===== src/rtl/brom_pkg.sv =====
package brom_pkg;

    typedef enum logic [2:0] {
        ST_IDLE,
        ST_FULL1,
        ST_FULL2,
        ST_FULL3,
        ST_BEAT1,
        ST_BEAT2
    } brom_state_t;

endpackage


===== src/rtl/brom_seq_check.sv =====
module brom_seq_check #(
    parameter int ADDR_W    = 24,
    parameter int AREA_LSB  = 21,
    parameter int SHORT_LG2 = 2,
    parameter int LONG_LG2  = 3
) (
    input  logic [ADDR_W-1:0] cur_addr,
    input  logic              cur_fetch,
    input  logic              req_valid,
    input  logic [ADDR_W-1:0] req_addr,
    input  logic              req_fetch,
    input  logic              cfg_brst_en,
    input  logic              cfg_blen8,
    output logic              cont_ok
);
    localparam logic [ADDR_W-1:0] WORD_STEP = ADDR_W'(2);

    logic              in_area0;
    logic              short_end;
    logic              long_end;
    logic              blk_end;
    logic [ADDR_W-1:0] next_addr;

    // Area decode: when no area bits exist every address is area 0.
    generate
        if (AREA_LSB >= ADDR_W) begin : g_no_area
            assign in_area0 = 1'b1;
        end else begin : g_area
            assign in_area0 = (cur_addr[ADDR_W-1:AREA_LSB] == '0);
        end
    endgenerate

    assign short_end = &cur_addr[SHORT_LG2:1];
    assign long_end  = &cur_addr[LONG_LG2:1];
    assign blk_end   = cfg_blen8 ? long_end : short_end;
    assign next_addr = cur_addr + WORD_STEP;

    always_comb begin
        cont_ok = cfg_brst_en && in_area0 && cur_fetch && !blk_end &&
                  req_valid && req_fetch && (req_addr == next_addr);
    end

endmodule


===== src/rtl/brom_fsm.sv =====
module brom_fsm
    import brom_pkg::*;
(
    input  logic clk,
    input  logic rst_n,
    input  logic req_valid,
    input  logic cont_ok,
    input  logic cfg_ast,
    input  logic cfg_bspd,
    input  logic ext_wait,
    output logic req_ready,
    output logic load,
    output logic final_st,
    output logic bus_on
);
    brom_state_t state, state_nx;

    always_ff @(posedge clk) begin
        if (!rst_n) state <= ST_IDLE;
        else        state <= state_nx;
    end

    // Next state
    always_comb begin
        state_nx = state;
        unique case (state)
            ST_IDLE:  state_nx = req_valid ? ST_FULL1 : ST_IDLE;
            ST_FULL1: state_nx = ST_FULL2;
            ST_FULL2: begin
                if (!cfg_ast)      state_nx = cont_ok ? ST_BEAT1 : ST_IDLE;
                else if (ext_wait) state_nx = ST_FULL2;
                else               state_nx = ST_FULL3;
            end
            ST_FULL3: state_nx = cont_ok ? ST_BEAT1 : ST_IDLE;
            ST_BEAT1: begin
                if (cfg_bspd) state_nx = ST_BEAT2;
                else          state_nx = cont_ok ? ST_BEAT1 : ST_IDLE;
            end
            ST_BEAT2: state_nx = cont_ok ? ST_BEAT1 : ST_IDLE;
            default:  state_nx = ST_IDLE;
        endcase
    end

    // Outputs
    always_comb begin
        final_st = 1'b0;
        bus_on   = 1'b1;
        unique case (state)
            ST_IDLE:  bus_on   = 1'b0;
            ST_FULL1: final_st = 1'b0;
            ST_FULL2: final_st = !cfg_ast;
            ST_FULL3: final_st = 1'b1;
            ST_BEAT1: final_st = !cfg_bspd;
            ST_BEAT2: final_st = 1'b1;
            default:  bus_on   = 1'b0;
        endcase
        req_ready = !bus_on || (final_st && cont_ok);
        load      = req_valid && req_ready;
    end

endmodule


===== src/rtl/brom_dpath.sv =====
module brom_dpath #(
    parameter int ADDR_W = 24,
    parameter int DATA_W = 16
) (
    input  logic              clk,
    input  logic              rst_n,
    input  logic              load,
    input  logic [ADDR_W-1:0] req_addr,
    input  logic              req_fetch,
    input  logic              capture,
    input  logic [DATA_W-1:0] ext_data_in,
    output logic [ADDR_W-1:0] cur_addr,
    output logic              cur_fetch,
    output logic              rsp_valid,
    output logic [DATA_W-1:0] rsp_data
);
    always_ff @(posedge clk) begin
        if (!rst_n) begin
            cur_addr  <= '0;
            cur_fetch <= 1'b0;
            rsp_valid <= 1'b0;
            rsp_data  <= '0;
        end else begin
            if (load) begin
                cur_addr  <= req_addr;
                cur_fetch <= req_fetch;
            end
            rsp_valid <= capture;
            if (capture) rsp_data <= ext_data_in;
        end
    end

endmodule


===== src/rtl/brom_bus_ctrl.sv =====
module brom_bus_ctrl #(
    parameter int ADDR_W   = 24,
    parameter int DATA_W   = 16,
    parameter int AREA_LSB = 21
) (
    input  logic              clk,
    input  logic              rst_n,
    input  logic              req_valid,
    output logic              req_ready,
    input  logic [ADDR_W-1:0] req_addr,
    input  logic              req_fetch,
    output logic              rsp_valid,
    output logic [DATA_W-1:0] rsp_data,
    input  logic              cfg_brst_en,
    input  logic              cfg_ast,
    input  logic              cfg_blen8,
    input  logic              cfg_bspd,
    output logic [ADDR_W-1:0] ext_addr,
    output logic              ext_cs_n,
    output logic              ext_rd_n,
    input  logic [DATA_W-1:0] ext_data_in,
    input  logic              ext_wait
);
    logic              cont_ok;
    logic              load;
    logic              final_st;
    logic              bus_on;
    logic [ADDR_W-1:0] cur_addr;
    logic              cur_fetch;

    brom_seq_check #(.ADDR_W(ADDR_W), .AREA_LSB(AREA_LSB)) u_seq (
        .cur_addr    (cur_addr),
        .cur_fetch   (cur_fetch),
        .req_valid   (req_valid),
        .req_addr    (req_addr),
        .req_fetch   (req_fetch),
        .cfg_brst_en (cfg_brst_en),
        .cfg_blen8   (cfg_blen8),
        .cont_ok     (cont_ok)
    );

    brom_fsm u_fsm (
        .clk       (clk),
        .rst_n     (rst_n),
        .req_valid (req_valid),
        .cont_ok   (cont_ok),
        .cfg_ast   (cfg_ast),
        .cfg_bspd  (cfg_bspd),
        .ext_wait  (ext_wait),
        .req_ready (req_ready),
        .load      (load),
        .final_st  (final_st),
        .bus_on    (bus_on)
    );

    brom_dpath #(.ADDR_W(ADDR_W), .DATA_W(DATA_W)) u_dp (
        .clk         (clk),
        .rst_n       (rst_n),
        .load        (load),
        .req_addr    (req_addr),
        .req_fetch   (req_fetch),
        .capture     (final_st),
        .ext_data_in (ext_data_in),
        .cur_addr    (cur_addr),
        .cur_fetch   (cur_fetch),
        .rsp_valid   (rsp_valid),
        .rsp_data    (rsp_data)
    );

    assign ext_addr = cur_addr;
    assign ext_cs_n = !bus_on;
    assign ext_rd_n = !bus_on;

endmodule


===== config.mk =====
export PLATFORM = sky130hd
export DESIGN_NAME = brom_bus_ctrl
export DESIGN_NICKNAME = d
export VERILOG_FILES = /design/src/rtl/brom_pkg.sv /design/src/rtl/brom_seq_check.sv /design/src/rtl/brom_fsm.sv /design/src/rtl/brom_dpath.sv /design/src/rtl/brom_bus_ctrl.sv
export SDC_FILE = /design/constraint.sdc
export NUM_CORES = 1
export LEC_CHECK = 0
export BUFFER_PORTS_ARGS = -buffer_cell sky130_fd_sc_hd__buf_2
export CAP_MARGIN = 20
export CORE_ASPECT_RATIO = 1.1
export CORE_MARGIN = 2
export CORE_UTILIZATION = 50
export CTS_CLUSTER_SIZE = 24
export DETAILED_ROUTE_END_ITERATION = 7
export PLACE_DENSITY = 0.8
export SLEW_MARGIN = 10
export SYNTH_ARGS = -nofsm -noshare
export SYNTH_HDL_FRONTEND = slang
export SYNTH_HIERARCHICAL = 1
export SYNTH_SLANG_ARGS = --single-unit

===== constraint.sdc =====
create_clock -name clk -period 4.4 [get_ports clk]
set_input_delay 0 -clock clk [delete_from_list [all_inputs] [get_ports clk]]
set_output_delay 0 -clock clk [all_outputs]
set_load 0.01 [all_outputs]

==> results.ini, run 1 <==
[timing]
worstMarginPinSlew_ns=1.02
post-route-period-util_pct=86.7
slew_violations=0
fin_skew_ns=0.0127
hold_viol=0
final_critical_path_setup_slack_ns=0.584
max_freq_mhz=262
finalCriticalPeriod_ns=3.82
slew-limit-headroom_pct=32.0
rsz_0062_raised_after_global_routing=no
tns_ns=0
total_setup_violations_reported_at_the_end_of_the_flow=0

[global_routing]
first_global_vias=2348
globalRouteOverflowTotal=0
grt.total_usage_pct=21.9
grt_start_max_net_pins=44
grt_first_pass_wirelength_um=10400
grt_antenna_before_repair=0

[clocking]
ctsLongestPathBuffers=2
cts-htree-levels=2
post_cts_resized=0
ctsRootBufferMaster=sky130_fd_sc_hd__clkbuf_8
clock_insertion_delay_worst_skew_ns=0.29
clock_tree_from_tritoncts=yes
total_clock_buffers_created_by_cts=5
cts_sinks=45
cts.clk_slew.worst_paths_ns=0.09

[synthesis]
synthDistinctLibCells=56
synth-edff-count=0
synth_area_leaders=sky130_fd_sc_hd__dfxtp_1 (33%), sky130_fd_sc_hd__mux2i_1 (16%), sky130_fd_sc_hd__nor2b_1 (10%), sky130_fd_sc_hd__xnor2_1 (5.5%), sky130_fd_sc_hd__xor2_1 (4.9%)
synth-async-reset-ratio_pct=0
synth-seq-cells=45
ys_top_cells_by_count=sky130_fd_sc_hd__dfxtp_1 (45), sky130_fd_sc_hd__nor2b_1 (45), sky130_fd_sc_hd__mux2i_1 (42)
synth_largest_area_cell=sky130_fd_sc_hd__dfxtp_1
mapped_nets=330
postSynthCellCount=278
seq_area_frac_synth_pct=33.3
syn-cell-area_um2=2700
synth-main-ff-cell=sky130_fd_sc_hd__dfxtp_1
synthDominantCellAreaShare_pct=33.3
synth.avg_cell_area_um2=9.72
ys_warn_count=6

[critical_path]
critPathSlowestCell=sky130_fd_sc_hd__or4_4
crit_type=flop to flop
critical-path-top-delay-family=simple AND/OR/NAND/NOR gates
worst-endpoint-arrival_ns=4.01
timing.critical_path.fanout_max=15
worst_path_largest_cell_delay_ns=0.54
crit_chain=ha_1, ha_1, xnor2_1, nand2_1, nor4_1, o2111ai_1, or4_4, a2111oi_2, nand3_1, o22ai_4, buf_4, mux2i_1, nor2b_1
setup.worst_path.end_class=flop
critical_path.n_buffers_inverters=1
required_ns=4.59
crit_path_frequent_cell=sky130_fd_sc_hd__ha_1
worstSetupStartpointType=flop

[layout]
layout_cell_share_with_drive_strength_beyond_1_pct=28.9
n_antenna_cell=0
fillers=409
net_count_reported_at_finish=449
areaGrowthSynthToFinish_pct=32.2

[routing]
drcViolationCount=0
ant_nets=0
routed_via_density=5.13
route.detailed.wl_per_inst_um=13.9
via_count=2426
detail_route.wirelength_um=6570
drt-pass1-iter-count=4
drt_first_iter_violations=111

[die]
design.die.area_um2=6010
chipHeight_um=81.1
boundaryPins=93
die_extent_in_x_um=74.1
start_util_pct=51.1
row_count=28
core_um2=5290

[power_and_ir_drop]
worst_ir_drop_vdd_mv=0.183
power-per-cell-area_nw_per_um2=265
power.leakage_nw=1.54

[hold_path]
path_category_of_the_worst_min_delay_check=input port to flop

[flow_run]
number_of_violations_of_the_max_capacitance_limit=0

[place]
numPortBuffers=92
post_dp_hpwl_um=4450
gp_congestion=0.832
detailedPlace.worstSlack_ns=0.649

[outcome]
outcome=complete, no violations

## state kept, by name (all words and copies together) (netlist names)
signal / count
u_dp/cur_fetch: 1
u_dp/cur_addr: 24
u_dp/rsp_valid: 1
u_dp/rsp_data: 16
u_fsm/state: 3
## metal layers
metal  up-vias  track usage (%)  wire, um
met5         -                0         0
met4         0             4.91        42
met3         6             6.20       371
met2        77             39.7      3270
met1      1124             25.2      2890
li1       1219                -         -
## worst paths after layout
kind	start	depth (start not counted)	to	slack (ns)
setup / recovery	u_dp/cur_addr[1]$_SDFFE_PN0P_	13	u_dp/cur_addr[7]$_SDFFE_PN0P_	0.58
hold reg to reg	u_dp/rsp_data[13]$_SDFFE_PN0P_	2	u_dp/rsp_data[13]$_SDFFE_PN0P_	0.52
setup reg to reg	u_dp/cur_addr[1]$_SDFFE_PN0P_	13	u_dp/cur_addr[7]$_SDFFE_PN0P_	0.58
hold / removal	req_addr[2]	3	u_dp/cur_addr[2]$_SDFFE_PN0P_	0.004
## layout by cell type (no fill, tap or decap), types with 2 or more instances in the layout
cell type and instances:
sky130_fd_sc_hd__and2_1 3, sky130_fd_sc_hd__nor2b_1 44, sky130_fd_sc_hd__nand4_2 2, sky130_fd_sc_hd__clkbuf_8 7, sky130_fd_sc_hd__a211oi_1 2, sky130_fd_sc_hd__o2111ai_1 3
sky130_fd_sc_hd__nand3b_1 3, sky130_fd_sc_hd__nand2b_1 6, sky130_fd_sc_hd__mux2i_1 42, sky130_fd_sc_hd__buf_2 92, sky130_fd_sc_hd__xor2_1 15, sky130_fd_sc_hd__nor4_1 2
sky130_fd_sc_hd__nand2_1 11, sky130_fd_sc_hd__a21oi_1 4, sky130_fd_sc_hd__xnor2_1 17, sky130_fd_sc_hd__nor2_1 9, sky130_fd_sc_hd__dfxtp_1 45, sky130_fd_sc_hd__nand4_1 7
sky130_fd_sc_hd__ha_1 3, sky130_fd_sc_hd__inv_1 2, sky130_fd_sc_hd__nor3_1 4, sky130_fd_sc_hd__dlygate4sd3_1 30, sky130_fd_sc_hd__and3_1 2, sky130_fd_sc_hd__nand3_1 9
sky130_fd_sc_hd__buf_4 2
## what timing repair did
action / in CTS / in global routing
endpoints found under the hold margin: 30 / 0
hold buffers: 30 / 0
buffers inserted: 0 / 0
## worst min-delay path, stage by stage
cell                      delay [ns]
sky130_fd_sc_hd__buf_2          0.11
sky130_fd_sc_hd__mux2i_1        0.07
sky130_fd_sc_hd__nor2b_1        0.09
## layout make-up
class | count | area (um2) | area share [%]
Inverter | 2 | 7.51 | 0.210
Sequential cell | 45 | 901 | 25.2
Multi-Input combinational cell | 219 | 1690 | 47.4
Timing Repair Buffer | 124 | 776 | 21.7
Clock inverter | 1 | 5.00 | 0.140
Clock buffer | 7 | 96.3 | 2.70
Tap cell | 75 | 93.8 | 2.63
## power by group
group          switching, mW  leakage, nW  total (mW)  internal [mW]
Sequential            0.0298        0.367       0.455          0.425
Combinational         0.0946         1.11       0.206          0.111
Clock                  0.142       0.0542       0.284          0.142
## metrics by stage
stage	instance area (um2)	hold slack (ns)	total power, mW	cells	util [%]
floorplan	2700	0.128	0.587	278	-
global placement	3170	0.254	0.644	435	59.9
detailed placement	3170	0.266	0.649	435	59.9
CTS	3570	0.00204	0.951	473	67.5
global route	3570	0.0173	0.991	473	67.5
finish	3570	0.00396	0.945	473	67.5
## cells by family after synthesis
family          Yosys count  share of synthesized area (%)
simple gates            115                           26.6
flops                    45                           33.3
mux                      43                           16.0
xor+xnor                 32                           10.4
compound gates           26                           7.69
buf+inv                  14                           4.63
fa+ha+maj                 3                           1.39
(Power assumes the default switching activity.)
==> inputs of run 2 (changes only) <==
CORE_UTILIZATION = 46   (was 50)
PLACE_DENSITY = 0.85   (was 0.8)
TNS_END_PERCENT = 10   (was default)
clock period = 3.31 ns   (was 4.4 ns; I/O delays follow)
==> results.ini, run 2 (synthesis gave the netlist of run 1 again) <==
[power_and_ir_drop]
p_int_mw=0.882  ; +30%
clkPwrFrac_pct=26.5  ; -3.5 points
combinational_power_share_pct=25.4  ; +3.6 points
total_switching_power_mw=0.357  ; +34%
power.leakage_nw=1.61  ; +5.2%
power-per-cell-area_nw_per_um2=333  ; +26%
worst_ir_drop_vdd_mv=0.321  ; +76%
swShare_pct=28.8  ; +0.68 points
p_seq_share_pct=48.1  ; about the same

[die]
start_util_pct=47.1  ; -3.9 points
boundaryPins=93  ; unchanged
chipHeight_um=84.4  ; +4.0%
row_count=29  ; +3.6%
design.die.area_um2=6500  ; +8.2%
die_extent_in_x_um=77.1  ; +4.0%
core_um2=5730  ; +8.4%

[timing]
final_critical_path_setup_slack_ns=0.143  ; -0.441 ns
slew_violations=0  ; unchanged
hold_viol=0  ; unchanged
post-route-period-util_pct=95.7  ; +8.9 points
hold-worst-slack_ns=0.00299  ; -0.000967 ns
worstMarginPinSlew_ns=0.612  ; -0.405 ns
total_setup_violations_reported_at_the_end_of_the_flow=0  ; unchanged
fin_skew_ns=0.00564  ; -0.00708 ns
finalCriticalPeriod_ns=3.17  ; -0.649 ns
tns_ns=0  ; unchanged
slew-limit-headroom_pct=59.2  ; +27 points
max_freq_mhz=316  ; +21%

[routing]
detail_route.wirelength_um=6980  ; +6.2%
drcViolationCount=0  ; unchanged
drt_first_iter_violations=110  ; -0.90%
routed_via_density=5.16  ; +0.69%
ant_nets=0  ; unchanged
drt-pass1-iter-count=4  ; unchanged
route.detailed.wl_per_inst_um=14.3  ; +3.1%
via_count=2515  ; +3.7%

[critical_path]
worst-endpoint-arrival_ns=3.36  ; -0.65 ns
critical-path-top-delay-family=simple AND/OR/NAND/NOR gates
required_ns=3.50  ; -1.09 ns
rr_startpoint=u_dp/cur_addr[13]$_SDFFE_PN0P_
crit_type=flop to flop
critical_path.n_buffers_inverters=1  ; unchanged
critPathSlowestCell=sky130_fd_sc_hd__dfxtp_1
worstSetupStartpointType=flop
startpoint=u_dp/cur_addr[13]$_SDFFE_PN0P_
timing.critical_path.fanout_max=7  ; -8
crit_chain=nand4_2, nor4_4, and3_1, o2bb2ai_1, or4_4, a2111oi_4, nand3_2, o22ai_4, clkbuf_16, mux2i_1, nor2b_1
setup.worst_path.end_class=flop
worst_path_largest_cell_delay_ns=0.50  ; -0.04 ns

[global_routing]
groute.layer.met3.usage_pct=5.48  ; -0.72 points
grt_start_max_net_pins=44  ; unchanged
grt_antenna_before_repair=0  ; unchanged
first_global_vias=2510  ; +6.9%
grt_first_pass_wirelength_um=11100  ; +6.7%
met2_usage_pct=39.2  ; -0.58 points
global_route.usage.met1_pct=23.2  ; -2.0 points
globalRouteOverflowTotal=0  ; unchanged
top_usage_layer=met2
grt.total_usage_pct=20.6  ; -1.3 points

[layout]
final_cell_area_um2=3720  ; +4.2%
areaGrowthSynthToFinish_pct=37.7
commonest_non_fill_non_tap_cells_in_the_layout=sky130_fd_sc_hd__buf_2 (92), sky130_fd_sc_hd__nor2b_1 (44), sky130_fd_sc_hd__dfxtp_1 (44), sky130_fd_sc_hd__mux2i_1 (42), sky130_fd_sc_hd__dlygate4sd3_1 (26)
net_count_reported_at_finish=461  ; +2.7%
fillers=496  ; +21%
largest_reg_flops=24  ; unchanged
regMostFlops=u_dp/cur_addr
layout_cell_share_with_drive_strength_beyond_1_pct=32.7  ; +3.8 points
final_cell_count_no_fill=487  ; +3.0%
n_antenna_cell=0  ; unchanged
largest_registers=u_dp/cur_addr: 24 flops, u_dp/rsp_data: 16 flops, u_fsm/state: 3 flops
final_common_cell=sky130_fd_sc_hd__buf_2

[place]
detailedPlace.worstSlack_ns=0.0297  ; -0.619 ns
placed_cell_area_um2=3290  ; +3.7%
gp_congestion=0.776  ; -6.7%
placed_cells=449  ; +3.2%
numPortBuffers=92  ; unchanged
post_dp_hpwl_um=4810  ; +8.2%

[clocking]
cts.clk_slew.worst_paths_ns=0.08  ; about the same
ctsLongestPathBuffers=2  ; unchanged
cts_sinks=45  ; unchanged
cts-htree-levels=2  ; unchanged
clock_insertion_delay_worst_skew_ns=0.29  ; about the same
clock_tree_from_tritoncts=yes
ctsRootBufferMaster=sky130_fd_sc_hd__clkbuf_8
total_clock_buffers_created_by_cts=5  ; unchanged

[flow_run]
number_of_violations_of_the_max_capacitance_limit=0  ; unchanged

[hold_path]
path_category_of_the_worst_min_delay_check=input port to flop
hold_start=req_addr[2]

[outcome]
outcome=complete, no violations

==> run 2: metal layers <==
metal | up-vias | part of all wire, %
li1 | 1244 | -
met1 | 1186 | 41
met2 | 77 | 52
met3 | 8 | 6.2
met4 | 0 | 0.90
met5 | - | 0
==> run 2: timing repair <==
action | in CTS | in global routing
pin swaps | 0 | 8
hold buffers | 26 | 0
hold endpoints to repair | 26 | 0
endpoints found under the setup margin | 1 | 24
cloned | 0 | 3
resized for setup | 0 | 5
setup buffers | 0 | 1
==> run 2: path summary, 6_finish.rpt <==
check                                         to  slack (ns)  depth (start not counted)
setup / recovery   u_dp/cur_addr[4]$_SDFFE_PN0P_        0.14                         11
hold / removal     u_dp/cur_addr[2]$_SDFFE_PN0P_       0.003                          3
setup reg to reg   u_dp/cur_addr[4]$_SDFFE_PN0P_        0.14                         11
hold reg to reg   u_dp/rsp_data[14]$_SDFFE_PN0P_        0.52                          2
==> run 2: layout make-up <==
cell class                 count  area, um2  share of cell area, %
clock buffer                   6       72.6                   1.95
clock inverter                 2       10.0                  0.269
inverter                       2       7.51                  0.202
multi-input combinational    219       1720                   46.3
sequential                    45        902                   24.2
tap                           77       96.3                   2.59
timing repair buffer         136        911                   24.5
==> run 2: metrics by stage <==
| stage | power, mW | util, % |
|---|---|---|
| 4_1_cts | 1.23 | 63.3 |
| 6_report | 1.24 | 64.9 |
| 5_1_grt | 1.30 | 64.9 |
| 3_3_place_gp | 0.871 | 57.4 |
| 3_5_place_dp | 0.879 | 57.4 |
| 2_1_floorplan | 0.781 | - |
==> run 2: worst min-delay path, delay by kind of cell <==
kind,cells,cell delay (ns)
and+or+nand+nor,1,0.09
muxes,1,0.06
buffers and inverters,1,0.10
==> run 2: power groups by stage <==
stage | registers, mW | logic, mW | clock network [mW]
after floorplan | 0.617 | 0.164 | 0
after global placement | 0.607 | 0.265 | 0
after detailed placement | 0.608 | 0.271 | 0
after CTS | 0.595 | 0.295 | 0.337
after global routing | 0.600 | 0.341 | 0.357
final | 0.596 | 0.315 | 0.328
